<file path="src/rtl/rrf_pkg.sv">
package rrf_pkg;

   // How the free-entry picker is built; both give the lowest free index.
   typedef enum logic [0:0] {
      PICK_CHAIN = 1'b0,   // ripple chain of "already granted" bits
      PICK_SCAN  = 1'b1    // behavioural scan loop
   } pick_style_e;

   // Whether a same-cycle writeback is forwarded to rename-side readers.
   typedef enum logic [0:0] {
      FWD_OFF = 1'b0,
      FWD_ON  = 1'b1
   } wb_fwd_e;

endpackage

</file>
<file path="src/rtl/rrf_free_pick.sv">
module rrf_free_pick #(
   parameter int unsigned          N     = 16,
   parameter rrf_pkg::pick_style_e STYLE = rrf_pkg::PICK_CHAIN
) (
   input  logic [N-1:0]         free_i,
   output logic [N-1:0]         grant_o,
   output logic [$clog2(N)-1:0] idx_o,
   output logic                 any_o
);

   localparam int unsigned IW = $clog2(N);

   if (N < 2) begin : g_bad_n
      $error("rrf_free_pick: N must be at least 2");
   end

   if (STYLE == rrf_pkg::PICK_CHAIN) begin : g_chain
      logic [N:0] seen;
      assign seen[0] = 1'b0;
      for (genvar i = 0; i < N; i++) begin : g_bit
         assign grant_o[i]  = free_i[i] & ~seen[i];
         assign seen[i + 1] = seen[i] | free_i[i];
      end
      assign any_o = seen[N];
   end else begin : g_scan
      logic found;
      always_comb begin
         grant_o = '0;
         found   = 1'b0;
         for (int i = 0; i < N; i++) begin
            if (free_i[i] && !found) begin
               grant_o[i] = 1'b1;
               found      = 1'b1;
            end
         end
      end
      assign any_o = found;
   end

   // one-hot to binary
   always_comb begin
      idx_o = '0;
      for (int i = 0; i < N; i++) begin
         if (grant_o[i]) idx_o = idx_o | IW'(i);
      end
   end

endmodule

</file>
<file path="src/rtl/rrf_entry_tbl.sv">
module rrf_entry_tbl #(
   parameter int unsigned      N   = 16,
   parameter int unsigned      NA  = 32,
   parameter int unsigned      DW  = 64,
   parameter rrf_pkg::wb_fwd_e FWD = rrf_pkg::FWD_ON
) (
   input  logic                  clk,
   input  logic                  rst_n,
   input  logic                  alloc_fire,
   input  logic [$clog2(N)-1:0]  alloc_idx,
   input  logic [$clog2(NA)-1:0] alloc_dest,
   input  logic                  wb_en,
   input  logic [$clog2(N)-1:0]  wb_tag,
   input  logic [DW-1:0]         wb_data,
   input  logic                  ret_en,
   input  logic [$clog2(N)-1:0]  ret_tag,
   output logic [$clog2(NA)-1:0] ret_dest,
   output logic [DW-1:0]         ret_data,
   output logic [N-1:0]          busy_o,
   input  logic [$clog2(N)-1:0]  rd_tag,
   output logic                  rd_valid,
   output logic [DW-1:0]         rd_data,
   output logic [$clog2(NA)-1:0] rd_dest
);

   localparam int unsigned TW = $clog2(N);
   localparam int unsigned AW = $clog2(NA);

   if ((1 << TW) != N) begin : g_bad_n
      $error("rrf_entry_tbl: N must be a power of two");
   end
   if (DW < 1) begin : g_bad_dw
      $error("rrf_entry_tbl: DW must be positive");
   end

   logic [N-1:0]  busy_q;
   logic [N-1:0]  valid_q;
   logic [DW-1:0] data_q [N];
   logic [AW-1:0] dest_q [N];

   // control bits: retire beats writeback, alloc only hits free entries
   always_ff @(posedge clk or negedge rst_n) begin
      if (!rst_n) begin
         busy_q  <= '0;
         valid_q <= '0;
      end else begin
         for (int e = 0; e < N; e++) begin
            if (ret_en && ret_tag == TW'(e)) begin
               busy_q[e]  <= 1'b0;
               valid_q[e] <= 1'b0;
            end else if (alloc_fire && alloc_idx == TW'(e)) begin
               busy_q[e]  <= 1'b1;
               valid_q[e] <= 1'b0;
            end else if (wb_en && wb_tag == TW'(e)) begin
               valid_q[e] <= 1'b1;
            end
         end
      end
   end

   // payload: left unreset, meaningful only while valid / busy
   always_ff @(posedge clk) begin
      if (alloc_fire) dest_q[alloc_idx] <= alloc_dest;
      if (wb_en)      data_q[wb_tag]    <= wb_data;
   end

   assign busy_o   = busy_q;
   assign rd_dest  = dest_q[rd_tag];
   assign ret_dest = dest_q[ret_tag];

   if (FWD == rrf_pkg::FWD_ON) begin : g_fwd
      logic rd_hit, ret_hit;
      assign rd_hit   = wb_en && (wb_tag == rd_tag);
      assign ret_hit  = wb_en && (wb_tag == ret_tag);
      assign rd_valid = valid_q[rd_tag] | rd_hit;
      assign rd_data  = rd_hit  ? wb_data : data_q[rd_tag];
      assign ret_data = ret_hit ? wb_data : data_q[ret_tag];
   end else begin : g_nofwd
      assign rd_valid = valid_q[rd_tag];
      assign rd_data  = data_q[rd_tag];
      assign ret_data = data_q[ret_tag];
   end

   // the picker must only offer an entry that is free here
   assert_alloc_free_R2: assert property (@(posedge clk) disable iff (!rst_n)
      alloc_fire |-> !busy_q[alloc_idx]);

   assert_alloc_claim_R3: assert property (@(posedge clk) disable iff (!rst_n)
      alloc_fire |=> busy_q[$past(alloc_idx)] && !valid_q[$past(alloc_idx)]
                     && dest_q[$past(alloc_idx)] == $past(alloc_dest));

   assert_wb_valid_R6: assert property (@(posedge clk) disable iff (!rst_n)
      (wb_en && busy_q[wb_tag] && !(ret_en && ret_tag == wb_tag))
      |=> valid_q[$past(wb_tag)] && data_q[$past(wb_tag)] == $past(wb_data));

   assert_ret_frees_R7: assert property (@(posedge clk) disable iff (!rst_n)
      ret_en |=> !busy_q[$past(ret_tag)] && !valid_q[$past(ret_tag)]);

endmodule

</file>
<file path="src/rtl/rrf_arch_tbl.sv">
module rrf_arch_tbl #(
   parameter int unsigned NA = 32,
   parameter int unsigned N  = 16,
   parameter int unsigned DW = 64
) (
   input  logic                  clk,
   input  logic                  rst_n,
   input  logic                  alloc_fire,
   input  logic [$clog2(NA)-1:0] alloc_dest,
   input  logic [$clog2(N)-1:0]  alloc_tag,
   input  logic                  ret_en,
   input  logic [$clog2(NA)-1:0] ret_dest,
   input  logic [$clog2(N)-1:0]  ret_tag,
   input  logic [DW-1:0]         ret_data,
   input  logic [$clog2(NA)-1:0] rd_idx,
   output logic                  rd_busy,
   output logic [$clog2(N)-1:0]  rd_tag,
   output logic [DW-1:0]         rd_data
);

   localparam int unsigned TW = $clog2(N);
   localparam int unsigned AW = $clog2(NA);

   if ((1 << AW) != NA || NA < 2) begin : g_bad_na
      $error("rrf_arch_tbl: NA must be a power of two, at least 2");
   end

   logic [NA-1:0] busy_q;
   logic [TW-1:0] tag_q  [NA];
   logic [DW-1:0] data_q [NA];

   // rename wins over a same-cycle release of the same register
   always_ff @(posedge clk or negedge rst_n) begin
      if (!rst_n) begin
         busy_q <= '0;
         for (int i = 0; i < NA; i++) tag_q[i] <= '0;
      end else begin
         for (int i = 0; i < NA; i++) begin
            if (alloc_fire && alloc_dest == AW'(i)) begin
               busy_q[i] <= 1'b1;
               tag_q[i]  <= alloc_tag;
            end else if (ret_en && ret_dest == AW'(i) && busy_q[i]
                         && tag_q[i] == ret_tag) begin
               busy_q[i] <= 1'b0;
            end
         end
      end
   end

   // committed values: written on every retire, tag match or not
   always_ff @(posedge clk) begin
      if (ret_en) data_q[ret_dest] <= ret_data;
   end

   assign rd_busy = busy_q[rd_idx];
   assign rd_tag  = tag_q[rd_idx];
   assign rd_data = data_q[rd_idx];

   // the newest rename always sticks
   assert_rename_R3: assert property (@(posedge clk) disable iff (!rst_n)
      alloc_fire |=> busy_q[$past(alloc_dest)]
                     && tag_q[$past(alloc_dest)] == $past(alloc_tag));

   assert_stale_keep_R8: assert property (@(posedge clk) disable iff (!rst_n)
      (ret_en && busy_q[ret_dest] && tag_q[ret_dest] != ret_tag)
      |=> busy_q[$past(ret_dest)]);

   assert_match_release_R8: assert property (@(posedge clk) disable iff (!rst_n)
      (ret_en && busy_q[ret_dest] && tag_q[ret_dest] == ret_tag
       && !(alloc_fire && alloc_dest == ret_dest))
      |=> !busy_q[$past(ret_dest)]);

   assert_ret_copy_R7: assert property (@(posedge clk) disable iff (!rst_n)
      ret_en |=> data_q[$past(ret_dest)] == $past(ret_data));

endmodule

</file>
<file path="src/rtl/rename_file.sv">
module rename_file #(
   parameter int unsigned          NUM_RR   = 16,
   parameter int unsigned          NUM_ARCH = 32,
   parameter int unsigned          DATA_W   = 64,
   parameter rrf_pkg::pick_style_e PICK     = rrf_pkg::PICK_CHAIN,
   parameter rrf_pkg::wb_fwd_e     FWD      = rrf_pkg::FWD_ON
) (
   input  logic                        clk,
   input  logic                        rst_n,
   input  logic                        alloc_req,
   input  logic                        alloc_dest_vld,
   input  logic [$clog2(NUM_ARCH)-1:0] alloc_dest,
   output logic [$clog2(NUM_RR)-1:0]   alloc_tag,
   output logic                        space_avail,
   input  logic                        wb_en,
   input  logic [$clog2(NUM_RR)-1:0]   wb_tag,
   input  logic [DATA_W-1:0]           wb_data,
   input  logic                        ret_en,
   input  logic [$clog2(NUM_RR)-1:0]   ret_tag,
   input  logic [$clog2(NUM_ARCH)-1:0] arch_rd_idx,
   output logic                        arch_rd_busy,
   output logic [$clog2(NUM_RR)-1:0]   arch_rd_tag,
   output logic [DATA_W-1:0]           arch_rd_data,
   input  logic [$clog2(NUM_RR)-1:0]   rr_rd_tag,
   output logic                        rr_rd_valid,
   output logic [DATA_W-1:0]           rr_rd_data,
   output logic [$clog2(NUM_ARCH)-1:0] rr_rd_dest
);

   localparam int unsigned TW = $clog2(NUM_RR);
   localparam int unsigned AW = $clog2(NUM_ARCH);

   if ((1 << TW) != NUM_RR || NUM_RR < 2) begin : g_bad_rr
      $error("rename_file: NUM_RR must be a power of two, at least 2");
   end

   logic [NUM_RR-1:0] busy_vec;
   logic [NUM_RR-1:0] grant;
   logic [TW-1:0]     pick_idx;
   logic              pick_any;
   logic              alloc_fire;
   logic [AW-1:0]     ret_dest;
   logic [DATA_W-1:0] ret_data;

   rrf_free_pick #(.N(NUM_RR), .STYLE(PICK)) i_pick (
      .free_i  (~busy_vec),
      .grant_o (grant),
      .idx_o   (pick_idx),
      .any_o   (pick_any)
   );

   assign alloc_tag   = pick_idx;
   assign space_avail = pick_any;
   assign alloc_fire  = alloc_req && alloc_dest_vld && pick_any;

   rrf_entry_tbl #(.N(NUM_RR), .NA(NUM_ARCH), .DW(DATA_W), .FWD(FWD)) i_ent (
      .clk        (clk),
      .rst_n      (rst_n),
      .alloc_fire (alloc_fire),
      .alloc_idx  (pick_idx),
      .alloc_dest (alloc_dest),
      .wb_en      (wb_en),
      .wb_tag     (wb_tag),
      .wb_data    (wb_data),
      .ret_en     (ret_en),
      .ret_tag    (ret_tag),
      .ret_dest   (ret_dest),
      .ret_data   (ret_data),
      .busy_o     (busy_vec),
      .rd_tag     (rr_rd_tag),
      .rd_valid   (rr_rd_valid),
      .rd_data    (rr_rd_data),
      .rd_dest    (rr_rd_dest)
   );

   rrf_arch_tbl #(.NA(NUM_ARCH), .N(NUM_RR), .DW(DATA_W)) i_arch (
      .clk        (clk),
      .rst_n      (rst_n),
      .alloc_fire (alloc_fire),
      .alloc_dest (alloc_dest),
      .alloc_tag  (pick_idx),
      .ret_en     (ret_en),
      .ret_dest   (ret_dest),
      .ret_tag    (ret_tag),
      .ret_data   (ret_data),
      .rd_idx     (arch_rd_idx),
      .rd_busy    (arch_rd_busy),
      .rd_tag     (arch_rd_tag),
      .rd_data    (arch_rd_data)
   );

   assert_grant_onehot_R2: assert property (@(posedge clk) disable iff (!rst_n)
      $onehot0(grant) && (pick_any == (grant != '0)));

   assert_full_holds_R5: assert property (@(posedge clk) disable iff (!rst_n)
      (!space_avail && !ret_en) |=> !space_avail);

   assert_nodest_idle_R4: assert property (@(posedge clk) disable iff (!rst_n)
      (alloc_req && !alloc_dest_vld && !ret_en) |=> $stable(busy_vec));

endmodule

</file>
<file path="config.mk">
export PLATFORM = sky130hd
export DESIGN_NAME = rename_file
export DESIGN_NICKNAME = d
export VERILOG_FILES = /design/src/rtl/rrf_pkg.sv /design/src/rtl/rrf_free_pick.sv /design/src/rtl/rrf_entry_tbl.sv /design/src/rtl/rrf_arch_tbl.sv /design/src/rtl/rename_file.sv
export SDC_FILE = /design/constraint.sdc
export NUM_CORES = 2
export LEC_CHECK = 0
export ABC_CLOCK_PERIOD_IN_PS = 6000
export BUFFER_PORTS_ARGS = -buffer_cell sky130_fd_sc_hd__clkbuf_2
export CAP_MARGIN = 10
export CORE_ASPECT_RATIO = 0.7
export CORE_UTILIZATION = 58
export CTS_CLUSTER_DIAMETER = 30
export DETAILED_ROUTE_END_ITERATION = 10
export GPL_TIMING_DRIVEN = 0
export PLACE_DENSITY_LB_ADDON = 0.25
export SLEW_MARGIN = 30
export SYNTH_ARGS = -nofsm -noshare
export SYNTH_HDL_FRONTEND = slang
export SYNTH_SLANG_ARGS = --single-unit
</file>
<file path="constraint.sdc">
create_clock -name clk -period 6 [get_ports clk]
set_input_delay 0.6 -clock clk [delete_from_list [all_inputs] [get_ports clk]]
set_output_delay 0.6 -clock clk [all_outputs]
set_load 0.01 [all_outputs]
</file>
# Word-level counts from Yosys, hierarchy flattened
# Memory sizes are Yosys's and may differ from the RTL's.
# Cells that the tools add are included.
# Widths: inputs -> output; s select.
[word_totals] mem_count=3 wordCells=714 reg_bits=192 mem_bits_rw=3152 input_bits=92 output_inout_bits=144
[op_classes] bitwise=48 mux=174 order_cmp=3 n_reduce_logical=249 eq_ne=141
[memory_table] memory="i_arch.data_q" depth=32 width=64 read_ports=1 rd_ports_with_merged_regs=0 wr=1 line_no="rrf_arch_tbl.sv:30" rtl="logic [DW-1:0] data_q [NA];"
[memory_table] memory="i_ent.data_q" depth=16 width=64 read_ports=2 rd_ports_with_merged_regs=0 wr=1 line_no="rrf_entry_tbl.sv:38" rtl="logic [DW-1:0] data_q [N];"
[memory_table] memory="i_ent.dest_q" depth=16 width=5 read_ports=2 rd_ports_with_merged_regs=0 wr=1 line_no="rrf_entry_tbl.sv:39" rtl="logic [AW-1:0] dest_q [N];"
[ops] op="$logic_and 1x1->1" count=180
[ops] op="$eq 5x5->1 const B" count=32
[ops] op="$mux 1" count=153
[ops] op="$eq 4x4->1" count=34
[ops] op="$mux 64" count=2
[ops] op="$eq 4x4->1 const B" count=24
[ops] op="$reduce_bool 2->1" count=48
[ops] op="$eq 5x4->1 const B" count=16
[ops] op="$eq 4x3->1 const B" count=12
[ops] op="$reduce_bool 3->1" count=16
[ops] op="$eq 5x3->1 const B" count=8
[ops] op="$mux 4" count=10
[ops] op="$eq 4x2->1 const B" count=6
[ops] op="$bmux 4 s5" count=1
[ops] op="$eq 5x2->1 const B" count=4
[ops] op="$not 16->16" count=1
[ops] op="$or 1x1->1" count=16
[ops] op="$and 1x1->1" count=15
[ops] op="$not 1->1" count=15
[ops] op="$eq 4x1->1 const B" count=3
[ops] op="$logic_not 4->1" count=3
[ops] op="$mux 3" count=4
[ops] op="$eq 5x1->1 const B" count=2
[ops] op="$logic_not 5->1" count=2
[ops] op="7 further kinds" count=8

# Logic depth before layout (Yosys ltp)
[logic_depth] word_depth=22 ltp_mapped=11 depth_no_buf=7

# Hierarchy
# From an unflattened synthesis, not the netlist that was laid out.
[unflattened] cells_unflattened=7049 area_unflattened_um2=139377.4
[by_module_without_submodules] module="rrf_arch_tbl" seq_area_each_um2=65502.8 area_each_um2=86713.2 n_inst=1 cells_each=4417
[by_module_without_submodules] module="rrf_entry_tbl" seq_area_each_um2=33952.6 area_each_um2=52251.4 n_inst=1 cells_each=2564
[by_module_without_submodules] module="rrf_free_pick" seq_area_each_um2=0.0 area_each_um2=346.6 n_inst=1 cells_each=51
[by_module_without_submodules] module="rename_file" seq_area_each_um2=0.0 area_each_um2=66.3 n_inst=1 cells_each=17

# Worst setup path after synthesis
# OpenSTA, ideal clock, no wires.
[synth_timing] path_type="input -> register" startpoint="input port wb_tag[2]" endpoint="memory i_ent.data_q[0][0] (enable)" path_buffers=0 setup_time_ns=0.567 stages=2 t_arrival_ns=5.513 slack_ns=-0.079 required_ns=5.433 path_cell_list="or3b_2 nor3_1"
[synth_rtl] item="start: declaration" line_no="rename_file.sv:16" rtl="input logic [$clog2(NUM_RR)-1:0] wb_tag,"
[synth_rtl] item="end: declaration" line_no="rrf_entry_tbl.sv:38"
# No word-level cell before the write port.

# Final worst setup path
[layout_timing] startpoint="input port rr_rd_tag[0]" endpoint="output port rr_rd_data[26]"
[layout_between] elab_chain_cells=3
[layout_lines] item="start: declaration" line_no="rename_file.sv:24" rtl="input logic [$clog2(NUM_RR)-1:0] rr_rd_tag,"
[layout_lines] item="parallel branches: the longest is 2 deep, another holds $mem_v2 16x64"
[layout_lines] item="$mux 64 *" line_no="rrf_entry_tbl.sv:76" rtl="assign rd_data = rd_hit ? wb_data : data_q[rd_tag];"
[layout_lines] item="end: declaration" line_no="rename_file.sv:26" rtl="output logic [DATA_W-1:0] rr_rd_data,"
# Mark *: on every way between the ends.

==> out/qor.json <==
{
  "status": {"value": "complete, but fails checks"},
  "violations": {"value": "design-rule violations"},
  "most-common-layout-cells": {"value": "sky130_fd_sc_hd__edfxtp_1 (3152), sky130_fd_sc_hd__mux4_2 (1378), sky130_fd_sc_hd__clkbuf_16 (481)"},
  "layout.nets": {"value": 7110},
  "endpoint_kind": {"value": "output port"},
  "mappedNetlistArea": {"value": 139000, "unit": "µm²"},
  "most_common_library_cell_in_the_layout_ignoring_fill_and_taps": {"value": "sky130_fd_sc_hd__edfxtp_1"},
  "numPlacedInstances": {"value": 9728},
  "finalCritPeriodShare": {"value": 81.4, "unit": "%"},
  "timing.max_cap.violations": {"value": 0},
  "worst-setup-path-type": {"value": "input port to output port"},
  "cts-htree-levels": {"value": 5},
  "startpoint_class": {"value": "input port"},
  "drt-vias-per-instance": {"value": 7.19},
  "cts_buffer_depth": {"value": 4},
  "final_critical_path_setup_slack": {"value": 1.12, "unit": "ns"},
  "power_per_cell_area": {"value": 366, "unit": "nW/µm²"},
  "synth.distinct_cells": {"value": 57},
  "tritoncts": {"value": "built"},
  "area_growth": {"value": 20.5, "unit": "%"},
  "synth_seq_area_share": {"value": 71.3, "unit": "%"},
  "boundaryPins": {"value": 236},
  "final.hold.worst_slack": {"value": 0.110, "unit": "ns"},
  "netlist_top_cells_area": {"value": "sky130_fd_sc_hd__edfxtp_1 (68%), sky130_fd_sc_hd__mux4_2 (22%), sky130_fd_sc_hd__dfrtp_1 (3.4%), sky130_fd_sc_hd__mux2_2 (2.2%), sky130_fd_sc_hd__xor2_1 (0.79%)"},
  "yosysWarnings": {"value": 0},
  "die_height": {"value": 412, "unit": "µm"},
  "highest_ir_drop_seen_on_vdd": {"value": 0.326, "unit": "mV"},
  "worstRegToRegCells": {"value": 10},
  "post-dp-hpwl": {"value": 266000, "unit": "µm"},
  "clock_tree_sinks": {"value": 3344},
  "clockRootBuffer": {"value": "sky130_fd_sc_hd__clkbuf_16"},
  "vias": {"value": 76500},
  "die_w": {"value": 588, "unit": "µm"},
  "ant_nets": {"value": 0},
  "route.detailed.wl_per_inst": {"value": 39.6, "unit": "µm"},
  "drtIter0Drc": {"value": 12000},
  "remaining_routing_drc_violations": {"value": 2},
  "final_critical_period": {"value": 4.88, "unit": "ns"},
  "totalPowerFinal": {"value": 61.4, "unit": "mW"},
  "preCtsSetupSlack": {"value": 1.10, "unit": "ns"},
  "timing.final.max_slew_violations": {"value": 0},
  "filler_cell_count": {"value": 13600},
  "finalHoldViolations": {"value": 0},
  "first_global_vias": {"value": 77700},
  "clock_skew": {"value": 0.0733, "unit": "ns"},
  "grt.overflow.total": {"value": 0},
  "design.die.area": {"value": 242000, "unit": "µm²"},
  "layoutNonFillerInstCount": {"value": 10600},
  "initial_core_util": {"value": 58.4, "unit": "%"},
  "firstDrtPassIters": {"value": 11},
  "placementRows": {"value": 150},
  "timing.slew.headroom": {"value": 25.9, "unit": "%"},
  "grt_pass1_wl": {"value": 590000, "unit": "µm"},
  "synth-edff-count": {"value": 3152},
  "cts_inserted_buffers": {"value": 478},
  "grt_max_degree": {"value": 70},
  "fp.coreArea": {"value": 239000, "unit": "µm²"},
  "report.final.setup_viol": {"value": 0},
  "timing.setup.tns": {"value": 0, "unit": "ns"},
  "io_buffers": {"value": 221},
  "clkTransAtPathRegs": {"value": 0.06, "unit": "ns"},
  "synth_largest_area_cell": {"value": "sky130_fd_sc_hd__edfxtp_1"},
  "setup_buffers_after_cts": {"value": 0},
  "primary_flip_flop_cell_chosen_by_synthesis_mapping": {"value": "sky130_fd_sc_hd__edfxtp_1"},
  "cp_data_required_time": {"value": 5.40, "unit": "ns"},
  "post-synth-top-area-fraction": {"value": 67.9, "unit": "%"},
  "globalRouteTotalUtil": {"value": 35.2, "unit": "%"},
  "ys_seq_elements": {"value": 3344},
  "hold_path_class": {"value": "input port to flop"},
  "drt_wl_total": {"value": 422000, "unit": "µm"},
  "fmax": {"value": 0.205, "unit": "GHz"},
  "critPathArrivalTime": {"value": 4.28, "unit": "ns"},
  "syn-mean-instance-area": {"value": 23.1, "unit": "µm²"},
  "min_path_cells": {"value": 1},
  "gp_routability_congestion": {"value": 0.909},
  "synthesis.nets": {"value": 6132},
  "post_synth_inst_count": {"value": 6040},
  "postSynth.asyncResetShare": {"value": 5.74, "unit": "%"},
  "static-leakage-power": {"value": 55.6, "unit": "nW"},
  "post_route_cells_drive_above_1_share": {"value": 44.3, "unit": "%"},
  "worstPathMaxFanout": {"value": 11},
  "initial_antenna_violation_count": {"value": 36},
  "clock_latency": {"value": 0.96, "unit": "ns"},
  "worstMarginPinSlew": {"value": 1.11, "unit": "ns"},
  "setup_repair_after_global_routing_missed_its_margin": {"value": "no"}
}
registers in the layout (all words and copies together) (netlist names):
register,count
i_ent.dest_q,80
i_arch.busy_q,32
i_ent.busy_o,16
i_arch.data_q,2048
i_ent.data_q,1024
i_arch.tag_q,128
i_ent.valid_q,16
report_power, final:
group / total [mW] / switching [mW] / internal [mW]
logic: 5.42 / 3.37 / 2.05
registers: 27.0 / 0.381 / 26.6
clock network: 29.0 / 11.3 / 17.8
final timing paths:
check	startpoint	slack, ns	to
worst min register to register	i_arch.busy_q[16]	0.48	i_arch.busy_q[16]
worst min-delay path	wb_data[14]	0.11	i_ent.data_q[3][14]
worst max-delay path	rr_rd_tag[0]	1.12	rr_rd_data[26]
min in group asynchronous	rst_n	0.20	i_arch.tag_q[30]
worst max register to register	i_ent.dest_q[12][3]	1.86	i_arch.data_q[17][31]
max in group asynchronous	rst_n	4.64	i_ent.valid_q[7]
cells by family (layout without fill, tap and decap cells):
logic type | count (synthesis) | in the layout | synth area share, %
XOR/XNOR | 136 | 136 | 0.854
AO/OA/AOI/OAI | 139 | 139 | 0.655
flip-flops | 3344 | 3344 | 71.3
buffers and inverters | 396 | 1788 | 1.37
multiplexers | 1659 | 1659 | 24.5
other | 0 | 22 | 0
AND/OR/NAND/NOR | 366 | 366 | 1.26
layout make-up:
cell class / instances / area [µm²] / share of cell area [%]
inverters: 19 / 71.3 / 0.0424
diodes: 22 / 55.1 / 0.0328
repair buffers: 498 / 7460 / 4.44
flip-flops and latches: 3344 / 99500 / 59.2
multi-input cells: 2300 / 38500 / 22.9
clock buffers: 514 / 12200 / 7.24
well taps: 3192 / 3990 / 2.38
plain buffers: 377 / 1980 / 1.18
clock inverters: 380 / 4430 / 2.64
what timing repair did:
| action | CTS | global route |
|---|---|---|
| endpoints found under the hold margin | 56 | 0 |
| resized for setup | 0 | 0 |
| hold buffers | 1 | 0 |
| setup endpoints to repair | 0 | 0 |
per-stage QoR:
step	util, %	area (µm²)
2_1_floorplan	-	139000
3_3_place_gp	60.5	145000
3_5_place_dp	63.3	151000
4_1_cts	70.3	168000
5_1_grt	70.3	168000
6_report	70.3	168000
synthesized netlist by cell type (30+ instances only):
cell type,instances
sky130_fd_sc_hd__mux2_2,273
sky130_fd_sc_hd__nor2_1,145
sky130_fd_sc_hd__a21oi_1,49
sky130_fd_sc_hd__nand3_1,43
sky130_fd_sc_hd__xor2_1,126
sky130_fd_sc_hd__dfrtp_1,192
sky130_fd_sc_hd__buf_6,30
sky130_fd_sc_hd__nand2_1,63
sky130_fd_sc_hd__mux4_2,1378
sky130_fd_sc_hd__edfxtp_1,3152
sky130_fd_sc_hd__clkbuf_1,184
sky130_fd_sc_hd__buf_1,46
sky130_fd_sc_hd__buf_2,100
sky130_fd_sc_hd__nor4_1,34
worst max-delay path: stages:
cell and delay (ns):
sky130_fd_sc_hd__buf_2 0.36, sky130_fd_sc_hd__buf_2 0.50, sky130_fd_sc_hd__buf_2 0.53, sky130_fd_sc_hd__xor2_1 0.13, sky130_fd_sc_hd__nor4_1 0.41, sky130_fd_sc_hd__buf_2 0.58
sky130_fd_sc_hd__buf_2 0.50, sky130_fd_sc_hd__mux2_2 0.46, sky130_fd_sc_hd__clkbuf_2 0.15
per-layer routing:
layer / GRT usage (%) / part of all wire [%]
met5: 0 / 0.0090
met4: 13.1 / 3.8
met3: 10.8 / 14
met2: 52.8 / 46
met1: 49.6 / 36
Power figures use the tool's default switching activity.
